## src/rtl/hms_pkg.sv

```systemverilog
package hms_pkg;
    typedef enum logic [1:0] {
        PH_IDLE = 2'd0,
        PH_HEAD = 2'd1,
        PH_PASS = 2'd2
    } phase_e;
endpackage

```

## src/rtl/hms_mark_const.sv

```systemverilog
module hms_mark_const #(
    parameter int            W       = 20,
    parameter logic [W-1:0]  PATTERN = 20'hB3A5C
) (
    input  logic         enable,
    output logic [W-1:0] word
);
    logic [W-1:0] raw;

    // Even bits are plain tie-offs; odd bits pass through an inverter pair.
    for (genvar i = 0; i < W; i++) begin : g_bit
        if ((i % 2) == 0) begin : g_tie
            assign raw[i] = PATTERN[i];
        end else begin : g_inv
            logic inv_n;
            assign inv_n  = ~PATTERN[i];
            assign raw[i] = ~inv_n;
        end
    end

    // The word is presented only while the load is requested.
    assign word = enable ? raw : '0;
endmodule

```

## src/rtl/hms_piso.sv

```systemverilog
module hms_piso #(
    parameter int W = 20
) (
    input  logic         clk,
    input  logic         rst_n,
    input  logic         load,
    input  logic         shift,
    input  logic [W-1:0] din,
    output logic         msb
);
    typedef struct packed {
        logic [W-1:0] sr;
    } piso_t;

    piso_t st_d, st_q;

    always_comb begin
        st_d = st_q;
        if (load) begin
            st_d.sr = din;
        end else if (shift) begin
            st_d.sr = {st_q.sr[W-2:0], 1'b0};
        end
    end

    always_ff @(posedge clk) begin
        if (!rst_n) begin
            st_q <= '0;
        end else begin
            st_q <= st_d;
        end
    end

    assign msb = st_q.sr[W-1];

    assert_shift_order_R4: assert property (@(posedge clk) disable iff (!rst_n)
        (shift && !load) |=> (st_q.sr[W-1] == $past(st_q.sr[W-2])));
endmodule

```

## src/rtl/hms_phase_ctrl.sv

```systemverilog
module hms_phase_ctrl
    import hms_pkg::*;
#(
    parameter int W = 20
) (
    input  logic   clk,
    input  logic   rst_n,
    input  logic   test_mode,
    output phase_e phase,
    output logic   load,
    output logic   shift
);
    localparam int              CNT_W = $clog2(W);
    localparam logic [CNT_W-1:0] LAST = CNT_W'(W - 1);

    typedef struct packed {
        phase_e           ph;
        logic [CNT_W-1:0] cnt;
    } ctrl_t;

    ctrl_t st_d, st_q;

    always_comb begin
        st_d  = st_q;
        load  = 1'b0;
        shift = 1'b0;
        if (!test_mode) begin
            st_d.ph  = PH_IDLE;
            st_d.cnt = '0;
        end else begin
            unique case (st_q.ph)
                PH_IDLE: begin
                    load     = 1'b1;
                    st_d.ph  = PH_HEAD;
                    st_d.cnt = '0;
                end
                PH_HEAD: begin
                    shift = 1'b1;
                    if (st_q.cnt == LAST) begin
                        st_d.ph  = PH_PASS;
                        st_d.cnt = '0;
                    end else begin
                        st_d.cnt = st_q.cnt + 1'b1;
                    end
                end
                default: st_d.ph = PH_PASS;
            endcase
        end
    end

    always_ff @(posedge clk) begin
        if (!rst_n) begin
            st_q <= '{ph: PH_IDLE, cnt: '0};
        end else begin
            st_q <= st_d;
        end
    end

    assign phase = st_q.ph;

    assert_cnt_bound_R4: assert property (@(posedge clk) disable iff (!rst_n)
        (st_q.ph == PH_HEAD) |-> (st_q.cnt <= LAST));
    assert_head_len_R5: assert property (@(posedge clk) disable iff (!rst_n)
        (st_q.ph == PH_HEAD && test_mode && st_q.cnt == LAST) |=> (st_q.ph == PH_PASS));
    assert_drop_idle_R8: assert property (@(posedge clk) disable iff (!rst_n)
        !test_mode |=> (st_q.ph == PH_IDLE));
endmodule

```

## src/rtl/hdr_mark_serializer.sv

```systemverilog
module hdr_mark_serializer
    import hms_pkg::*;
#(
    parameter int            MARK_W       = 20,
    parameter logic [MARK_W-1:0] MARK_PATTERN = 20'hB3A5C
) (
    input  logic clk,
    input  logic rst_n,
    input  logic test_mode,
    input  logic scan_resp_in,
    output logic test_so,
    output logic mark_active
);
    phase_e            phase;
    logic              load;
    logic              shift;
    logic [MARK_W-1:0] word;
    logic              mark_bit;

    hms_phase_ctrl #(.W(MARK_W)) u_ctrl (
        .clk       (clk),
        .rst_n     (rst_n),
        .test_mode (test_mode),
        .phase     (phase),
        .load      (load),
        .shift     (shift)
    );

    hms_mark_const #(.W(MARK_W), .PATTERN(MARK_PATTERN)) u_const (
        .enable (load),
        .word   (word)
    );

    hms_piso #(.W(MARK_W)) u_piso (
        .clk   (clk),
        .rst_n (rst_n),
        .load  (load),
        .shift (shift),
        .din   (word),
        .msb   (mark_bit)
    );

    always_comb begin
        unique case (phase)
            PH_HEAD: test_so = mark_bit;
            PH_PASS: test_so = scan_resp_in;
            default: test_so = 1'b0;
        endcase
    end

    assign mark_active = (phase == PH_HEAD);

    assert_idle_quiet_R2: assert property (@(posedge clk) disable iff (!rst_n)
        !test_mode |=> (!test_so && !mark_active));
    assert_first_bit_R3: assert property (@(posedge clk) disable iff (!rst_n)
        load |=> (test_so == MARK_PATTERN[MARK_W-1]));
    assert_flag_entry_R5: assert property (@(posedge clk) disable iff (!rst_n)
        $rose(mark_active) |-> $past(test_mode));
endmodule

```

## config.mk

```make
export PLATFORM = sky130hd
export DESIGN_NAME = hdr_mark_serializer
export DESIGN_NICKNAME = d
export VERILOG_FILES = /design/src/rtl/hms_pkg.sv /design/src/rtl/hms_mark_const.sv /design/src/rtl/hms_piso.sv /design/src/rtl/hms_phase_ctrl.sv /design/src/rtl/hdr_mark_serializer.sv
export SDC_FILE = /design/constraint.sdc
export NUM_CORES = 1
export LEC_CHECK = 0
export CAP_MARGIN = 20
export CORE_UTILIZATION = 40
export CTS_CLUSTER_SIZE = 20
export DETAILED_ROUTE_END_ITERATION = 12
export DONT_BUFFER_PORTS = 1
export PLACE_DENSITY = 0.65
export SLEW_MARGIN = 10
export SYNTH_ARGS = -nofsm -noshare
export SYNTH_HDL_FRONTEND = slang
export SYNTH_SLANG_ARGS = --single-unit
```

## constraint.sdc

```tcl
create_clock -name clk -period 1.5 [get_ports clk]
set_input_delay 0.15 -clock clk [delete_from_list [all_inputs] [get_ports clk]]
set_output_delay 0.15 -clock clk [all_outputs]
set_load 0.01 [all_outputs]
```

# Word-level counts from Yosys, hierarchy flattened
# Cells that the tools add are included.
[op_classes] add_sub_neg=1 n_eq_ne=4 n_mux=11 n_bitwise=1 n_reduce_logical=5
[op_table] op="$mux 20" n=2
[op_table] op="$pmux 5 s2" n=1
[op_table] op="$add 5x1->5 const B" n=1
[op_table] op="$eq 5x5->1 const B" n=1
[op_table] op="$mux 5" n=1
[op_table] op="$mux 1" n=4
[op_table] op="$pmux 2 s2" n=1
[op_table] op="$reduce_bool 2->1" n=2
[op_table] op="$eq 2x1->1 const B" n=1
[op_table] op="$eq 2x2->1 const B" n=1
[op_table] op="$logic_not 2->1" n=1
[op_table] op="$mux 2" n=1
[op_table] op="$ne 2x1->1 const B" n=1
[op_table] op="$pmux 1 s2" n=1
[op_table] op="$reduce_and 2->1" n=1
[op_table] op="$reduce_or 2->1" n=1
[op_table] op="$not 1->1" n=1
[totals] regBits=25 in_bits=4 output_inout_bits=2 wordCells=26

# Logic depth before layout (Yosys ltp)
# Gate-level depths: netlist (run 1).
[depth] depth_word=5 mapped_depth=7 ltp_nobuf=5

# By module
# Synthesis (run 1) repeated with hierarchy kept, for this count alone.
[unflattened] hier_cells=157 hier_area_um2=1564.0
[modules_own_cells] module="hms_piso" instances=1 cells_per_inst=88 area_each_um2=998.5 seq_area_each_um2=400.4
[modules_own_cells] module="hms_phase_ctrl" instances=1 cells_per_inst=42 area_each_um2=367.9 seq_area_each_um2=140.1
[modules_own_cells] module="hms_mark_const" instances=1 cells_per_inst=21 area_each_um2=153.9 seq_area_each_um2=0.0
[modules_own_cells] module="hdr_mark_serializer" instances=1 cells_per_inst=6 area_each_um2=43.8 seq_area_each_um2=0.0

# Worst setup path before layout (run 1)
# No wires, ideal clock.
[synth_timing] path_type="register -> register" start="reg u_ctrl.st_q, in the netlist u_ctrl.phase[0]" end="reg u_piso.st_q[13] (netlist bit)" setup_time_ns=0.119 arrival_ns=1.302 required_ns=1.381 slack_ns=0.079 path_stages_with_launch=8 path_buffers=2 period_less_slack_ns=1.421 path_cell_list="dfxtp_1 -> inv_1 -> ha_1 -> buf_6 -> nor2_4 -> nor2b_1 -> buf_2 -> o221a_2"
[synth_via] elab_chain_len=4 elab_cells_between_ends=8 classes_between="eq/ne (1); mux (5); reduce/logical (2)"
[synth_rtl] element="from (decl)" line_no="hms_phase_ctrl.sv:21" source="ctrl_t st_d, st_q;"
[synth_rtl] element="from (signal assigned)" line_no="hms_phase_ctrl.sv:53" source="st_q <= '{ph: PH_IDLE, cnt: '0};"
[synth_rtl] element="from (signal assigned)" line_no="hms_phase_ctrl.sv:55" source="st_q <= st_d;"
[synth_rtl] element="$eq 2x1->1 / $logic_not 2->1 (equally long branches)" line_no="hms_phase_ctrl.sv:31" source="unique case (st_q.ph)"
[synth_rtl] element="$mux 1" line_no="hms_phase_ctrl.sv:31"
[synth_rtl] element="$mux 1" line_no="hms_phase_ctrl.sv:27" source="if (!test_mode) begin"
[synth_rtl] element="$reduce_bool 2->1 (no source line) / $mux 20 (equally long branches)"
[synth_rtl] element="to (signal assigned)" line_no="hms_piso.sv:30" source="st_q <= st_d;"
[synth_rtl] element="to (decl)" line_no="hms_piso.sv:15" source="piso_t st_d, st_q;"
# Several ways; a longest one is shown, not always the timed one.
# A chain may end at the register's enable or synchronous reset.

# Final worst setup path (run 1)
[layout_timing] start="reg u_ctrl.st_q, in the netlist u_ctrl.phase[0]" end="out test_so"
[layout_via] elab_chain_len=2 elab_cells_between_ends=3 classes_between="eq/ne (2); mux (1)"
[layout_rtl] element="$eq 2x2->1 / $eq 2x1->1 (equally long branches)" line_no="hdr_mark_serializer.sv:44" source="unique case (phase)"
[layout_rtl] element="$pmux 1 s2 (*)" line_no="hdr_mark_serializer.sv:44"
[layout_rtl] element="to (decl)" line_no="hdr_mark_serializer.sv:11" source="output logic test_so,"
# Every way passes the cells marked *; elsewhere a longest branch is shown, timed or not.

==> results.yml, run 1 <==
outcome:
  status: "finished, final reports clean"
sta:
  layout_setup_ws_ns: 0.0817
  finalHoldViolCount: 0
  setup_viol: 0
  fin_crit_ns: 1.42
  slew_headroom_pct: 70.1
  finalCritPeriodShare_pct: 94.6
  rsz0062_at_grt: "yes"
  slew_violations: 0
  clock_skew_ns: 0.00900
  worst_slew_pin_slew_ns: 0.447
  max_freq_mhz: 705
drt:
  met2_length_um: 1080
  dr.pass1.iters: 4
  drt-met1-wl_um: 1120
  ant_nets: 0
  viasPerCell: 5.85
  route.final.wire_length_um: 2300
  dr.max_layer_used: "met4"
  wl_per_cell_um: 15.3
  via_count: 883
  wl_met3_um: 80
  drc: 0
  drt_iter0_markers: 20
setup_path:
  critPathMaxFanout: 4
  rr_startpoint: "u_ctrl.phase[0]$_SDFFE_PN0P_"
  cp.required_ns: 1.35
  r2r_slack_ns: 0.11
  rr_worst_depth: 6
  critPathLaunchType: "register"
  cp-end-kind: "output pin"
  worstPathArrival_ns: 1.27
  regToRegEndpoint: "u_piso.st_q[7]$_SDFFE_PP0N_"
  critical_path_class: "reg2out"
synthesis:
  syn_area_um2: 1110
  yosysSeqAreaShare_pct: 45.1
  syn-num-nets: 123
  avgSynthCellArea_um2: 9.72
  synth.distinct_cells: 34
  ys_warn_count: 0
  synth-seq-cells: 25
  synthCells: 114
power_and_ir_drop:
  power.total_mw: 1.20
  p_per_area_nw_per_um2: 960
  power_frac_seq_pct: 60.1
  p_comb_share_pct: 15.0
  p_leak_nw: 0.455
  p_int_uw: 888
  p_clk_share_pct: 25.0
  p_sw_share_pct: 26.3
  irDropWorstVdd_mv: 0.680
  p_sw_uw: 316
clock_tree:
  cts_max_path_buffers: 2
  cts.reportedPaths.clkPinSlew_ns: 0.14
  clockRootBuffer: "clkbuf_4"
  cts_buffers: 3
  h-tree-depth: 1
  insertion_delay_ns: 0.32
  cts_tree: "yes"
  numClockSinks: 25
  cts_setup_buffers: 0
final_layout:
  drive_above_1_share_pct: 25.6
  syn_to_final_growth_pct: 13.1
  n_fill_cell: 238
  finalNetCount: 131
  antenna_cells: 0
  multi_input_area_um2: 578
  seqCellArea_um2: 503
global_routing:
  antenna_found_initial: 0
  grt_max_degree: 18
  grtUsageTotal_pct: 17.7
  grt_pass1_vias: 800
  grt-ovfl-total: 0
  grt_pass1_wl_um: 3710
min_path:
  whs_endpoint: "u_piso.st_q[2]$_SDFFE_PN0P_"
  hp-class: "in2reg"
  hold_start: "test_mode"
  holdPathStages: 2
floorplan:
  die_h_um: 54.6
  ios: 6
  placementRows: 18
  start_util_pct: 43.6
  die_x_um: 54.6
  core_um2: 2540
  dieArea_um2: 2990
placement:
  portBuffers: 0
  preCtsSetupSlack_ns: -0.0673
  dp_hpwl_um: 1600
  gp_congestion: 0.746
job:
  drv_cap: 0
kinds of logic after synthesis:
family	count (synthesis)	synth area share [%]
DFF	25	45.1
AOI/OAI and AO/OA	37	24.0
adders and majority gates	5	5.64
buffers and inverters	11	5.76
muxes	1	0.903
and+or+nand+nor	35	18.5
critical path: stages (launching register included):
cell     delay (ns)
dfxtp_2        0.40
inv_1          0.08
ha_2           0.30
nor2b_2        0.18
layout make-up:
type                       count  share of cell area, %
tap                           30                   2.99
sequential                    25                   40.1
multi-input combinational     78                   46.1
clock inverter                 1                  0.399
timing repair buffer          10                   7.39
inverter                       4                   1.20
clock buffer                   3                   1.80
sequential cells by signal (all words and copies together), names as in the netlist:
register	count
u_ctrl.phase	2
u_ctrl.st_q	5
u_piso.st_q	18
cells in the mapped netlist (all sizes together):
cell	n	area, um2
a22oi	8	60.1
nand2b	1	6.26
nand4	1	6.26
and3b	1	8.76
a31oi	3	18.8
a21oi	8	40.0
dfxtp	25	500
or3b	1	8.76
o32ai	1	8.76
nand4b	1	8.76
o22ai	3	18.8
nand2	6	22.5
buf	5	40.0
nor2b	4	25.0
or2	1	6.26
o221a	7	78.8
nor2	9	41.3
nand3	5	25.0
nand3b	1	7.51
clkbuf	2	8.75
mux2i	1	10.0
o31ai	1	7.51
nor3b	1	7.51
and4b	2	20.0
o21ai	5	25.0
ha	5	62.6
a211o	1	8.76
nand4bb	1	11.3
inv	4	15.0
how the worst max path moves through the flow:
stage                                  from                           end  slack (ns)  cells after the start
6_report       u_ctrl.phase[0]$_SDFFE_PN0P_                       test_so        0.08                      3
5_1_grt        u_ctrl.phase[0]$_SDFFE_PN0P_   u_piso.st_q[7]$_SDFFE_PP0N_      -0.001                      6
4_1_cts        u_ctrl.phase[1]$_SDFFE_PN0P_                       test_so        0.03                      5
3_5_place_dp   u_ctrl.phase[1]$_SDFFE_PN0P_   u_piso.st_q[6]$_SDFFE_PN0P_       -0.07                      5
3_3_place_gp   u_ctrl.phase[1]$_SDFFE_PN0P_  u_piso.st_q[17]$_SDFFE_PN0P_      -0.003                      5
2_1_floorplan  u_ctrl.phase[0]$_SDFFE_PN0P_  u_piso.st_q[13]$_SDFFE_PN0P_        0.08                      7
layout by cell type (no fill, tap or decap), types with 2 or more instances in the layout:
| cell | n |
|---|---|
| a21oi_1 | 8 |
| nand3_1 | 4 |
| a31oi_1 | 3 |
| o21ai_0 | 4 |
| dfxtp_2 | 2 |
| dlygate4sd3_1 | 2 |
| nor2b_2 | 2 |
| inv_1 | 3 |
| ha_1 | 2 |
| nor2b_1 | 2 |
| o22ai_1 | 3 |
| and4b_1 | 2 |
| dfxtp_1 | 23 |
| o221a_2 | 7 |
| nor2_1 | 8 |
| clkbuf_4 | 3 |
| nand2_1 | 6 |
| buf_4 | 7 |
| ha_2 | 2 |
| a22oi_1 | 7 |
power by group through the flow:
| stage | sequential, mW | clock, mW | combinational (mW) |
|---|---|---|---|
| 6_report | 0.723 | 0.301 | 0.180 |
| 5_1_grt | 0.727 | 0.339 | 0.197 |
| 4_1_cts | 0.721 | 0.305 | 0.177 |
| 3_5_place_dp | 0.735 | 0 | 0.161 |
| 3_3_place_gp | 0.734 | 0 | 0.156 |
| 2_1_floorplan | 0.728 | 0 | 0.124 |
timing repair:
| item | in CTS | in global routing |
|---|---|---|
| pin swaps | 0 | 1 |
| hold buffers | 2 | 0 |
| endpoints found under the hold margin | 12 | 0 |
| resized for setup | 7 | 5 |
| endpoints found under the setup margin | 8 | 14 |
metrics by stage:
stage / hold WS [ns] / cells / setup TNS [ns] / area, um2 / utilization (%)
floorplan: 0.310 / 114 / 0 / 1110 / -
global placement: 0.253 / 145 / -0.0134 / 1170 / 46.0
detailed placement: 0.253 / 145 / -0.400 / 1170 / 46.0
CTS: 0.00140 / 151 / 0 / 1240 / 48.7
global route: 0.00814 / 151 / -0.00138 / 1250 / 49.3
finish: 0.00136 / 151 / 0 / 1250 / 49.3
routing by layer:
| layer | track usage (%) | vias to the layer above |
|---|---|---|
| met4 | 7.69 | 0 |
| met3 | 3.89 | 2 |
| met1 | 22.3 | 429 |
| li1 | - | 440 |
| met5 | 0 | - |
| met2 | 28.5 | 12 |
Power figures use the tool's default switching activity.
==> run 2, diff against run 1 <==
--- a/config.mk
+++ b/config.mk
@@ -10,7 +10,7 @@
 export CTS_CLUSTER_SIZE = 20
 export DETAILED_ROUTE_END_ITERATION = 12
 export DONT_BUFFER_PORTS = 1
-export PLACE_DENSITY = 0.65
+export REMOVE_ABC_BUFFERS = 1
 export SLEW_MARGIN = 10
 export SYNTH_ARGS = -nofsm -noshare
 export SYNTH_HDL_FRONTEND = slang
==> run 2 against run 1 <==
Net effect:
- clock power is 3% lower
- power decreased by 1.1%
- routed wire length decreased by 8.9%
- critical path type unchanged
- critical endpoint unchanged
- largest cell class unchanged
==> results.yml, run 2 (same netlist as run 1, synthesis figures left out) <==
final_layout:
  n_fill_cell: 242
  antenna_cells: 0
  finalNetCount: 133
  final_cell_mix: "24 x dfxtp_1, 9 x buf_4, 8 x a21oi_1, 8 x nor2_1"
  syn_to_final_growth_pct: 13.2
  fin_util_pct: 49.3
  fin_area_um2: 1250
  final_common_cell: "dfxtp_1"
  largest-register: "u_piso.st_q"
  drive_above_1_share_pct: 24.4
  largest_reg_flops: 18
global_routing:
  antenna_found_initial: 0
  grt_pass1_vias: 786
  grt_pass1_wl_um: 3570
  grtUsageTotal_pct: 16.9
  grt-ovfl-total: 0
  grt_max_degree: 15
sta:
  worst_slew_pin_slew_ns: 0.427
  fin_tns_setup_ns: 0
  slew_violations: 0
  setup_viol: 0
  slew_headroom_pct: 71.5
  finalCritPeriodShare_pct: 95.0
  max_freq_mhz: 701
  fin_crit_ns: 1.43
  clock_skew_ns: 0.00317
  finalHoldViolCount: 0
placement:
  dp_hpwl_um: 1400
  placed_cell_area_um2: 1160
  portBuffers: 0
  gp_congestion: 0.753
floorplan:
  ios: 6
  core_um2: 2540
  placementRows: 18
  die_h_um: 54.6
  start_util_pct: 43.6
  dieArea_um2: 2990
  die_x_um: 54.6
min_path:
  hold_start: "test_mode"
  hp-class: "in2reg"
  holdPathStages: 2
  whs_endpoint: "u_piso.st_q[3]$_SDFFE_PN0P_"
setup_path:
  worstPathArrival_ns: 1.28
  rr_startpoint: "u_ctrl.phase[0]$_SDFFE_PN0P_"
  cp-end-kind: "output pin"
  rr_worst_depth: 6
  critical_path_class: "reg2out"
  path_buf_inv: 1
  r2r_slack_ns: 0.11
  cpMaxStageDelayCell: "dfxtp_2"
  crit_family: "flip-flops"
  regToRegEndpoint: "u_piso.st_q[15]$_SDFFE_PP0N_"
  max_stage_delay_ns: 0.40
  critPathLaunchType: "register"
  crit_chain: "inv_1 > ha_2 > nor2b_2"
  critPathMaxFanout: 4
  cp.required_ns: 1.35
drt:
  drt_iter0_markers: 39
  drc: 0
  dr.pass1.iters: 4
  route.final.wire_length_um: 2100
  via_count: 894
  wl_per_cell_um: 13.7
  viasPerCell: 5.84
  ant_nets: 0
clock_tree:
  clockRootBuffer: "clkbuf_4"
  insertion_delay_ns: 0.32
  cts_max_path_buffers: 2
  h-tree-depth: 1
  cts_setup_buffers: 0
  cts.reportedPaths.clkPinSlew_ns: 0.13
  cts_buffers: 3
  numClockSinks: 25
  cts_tree: "yes"
power_and_ir_drop:
  irDropWorstVdd_mv: 0.808
  p_leak_nw: 0.462
  p_per_area_nw_per_um2: 949
job:
  drv_cap: 0
outcome:
  status: "finished, final reports clean"
run 2: where the power goes:
| part | total [mW] | internal, mW | switching [mW] |
|---|---|---|---|
| combinational | 0.176 | 0.0896 | 0.0869 |
| sequential | 0.723 | 0.699 | 0.0242 |
| clock | 0.291 | 0.0998 | 0.192 |
| total | 1.19 | 0.888 | 0.303 |
run 2: final cells by class:
cell class / count / area [um2] / share of cell area, %
inverter: 4 / 15.0 / 1.20
multi-input combinational: 78 / 576 / 45.9
sequential: 25 / 502 / 40.0
timing repair buffer: 12 / 97.6 / 7.78
tap: 30 / 37.5 / 2.99
clock inverter: 1 / 5.00 / 0.399
clock buffer: 3 / 22.5 / 1.79
run 2: metrics by stage:
| stage | hold slack [ns] | cells | total power, mW | setup WS [ns] |
|---|---|---|---|---|
| final | 0.0182 | 153 | 1.19 | 0.0744 |
| after global routing | 0.0432 | 153 | 1.26 | -0.0214 |
| after CTS | 0.0125 | 153 | 1.20 | -0.0197 |
| after detailed placement | 0.268 | 146 | 0.889 | -0.0125 |
| after global placement | 0.258 | 146 | 0.887 | 0.0227 |
| after floorplan | 0.247 | 107 | 0.831 | -0.134 |
run 2: timing repair:
item | 4_1_cts | 5_1_grt
endpoints found under the setup margin | 15 | 18
hold buffers | 3 | 0
hold endpoints to repair | 13 | 0
resized for setup | 3 | 7
run 2: routing by layer:
layer | global-route usage [%] | vias to the layer above | part of all wire [%]
met4 | 7.69 | 0 | 1.3
met2 | 25.1 | 18 | 45
li1 | - | 448 | -
met5 | 0 | - | 0
met1 | 23.2 | 424 | 50
met3 | 3.33 | 4 | 3.4
run 2: worst register-to-register path: stages, from the launching register on:
cell and delay (ns):
dfxtp_2 0.37, inv_1 0.09, ha_2 0.24, buf_4 0.14, and3b_2 0.25, a22oi_1 0.15
nor2_1 0.06
run 2: worst max path at each step:
stage	start	end	slack, ns	cells after the start
final	u_ctrl.phase[0]$_SDFFE_PN0P_	test_so	0.07	3
after global routing	u_ctrl.phase[0]$_SDFFE_PN0P_	test_so	-0.02	3
after CTS	u_ctrl.phase[1]$_SDFFE_PN0P_	mark_active	-0.02	4
after detailed placement	u_ctrl.phase[1]$_SDFFE_PN0P_	u_piso.st_q[19]$_SDFFE_PN0P_	-0.01	5
after global placement	u_ctrl.phase[1]$_SDFFE_PN0P_	u_piso.st_q[13]$_SDFFE_PN0P_	0.02	5
after floorplan	u_ctrl.phase[1]$_SDFFE_PN0P_	u_piso.st_q[13]$_SDFFE_PN0P_	-0.13	4
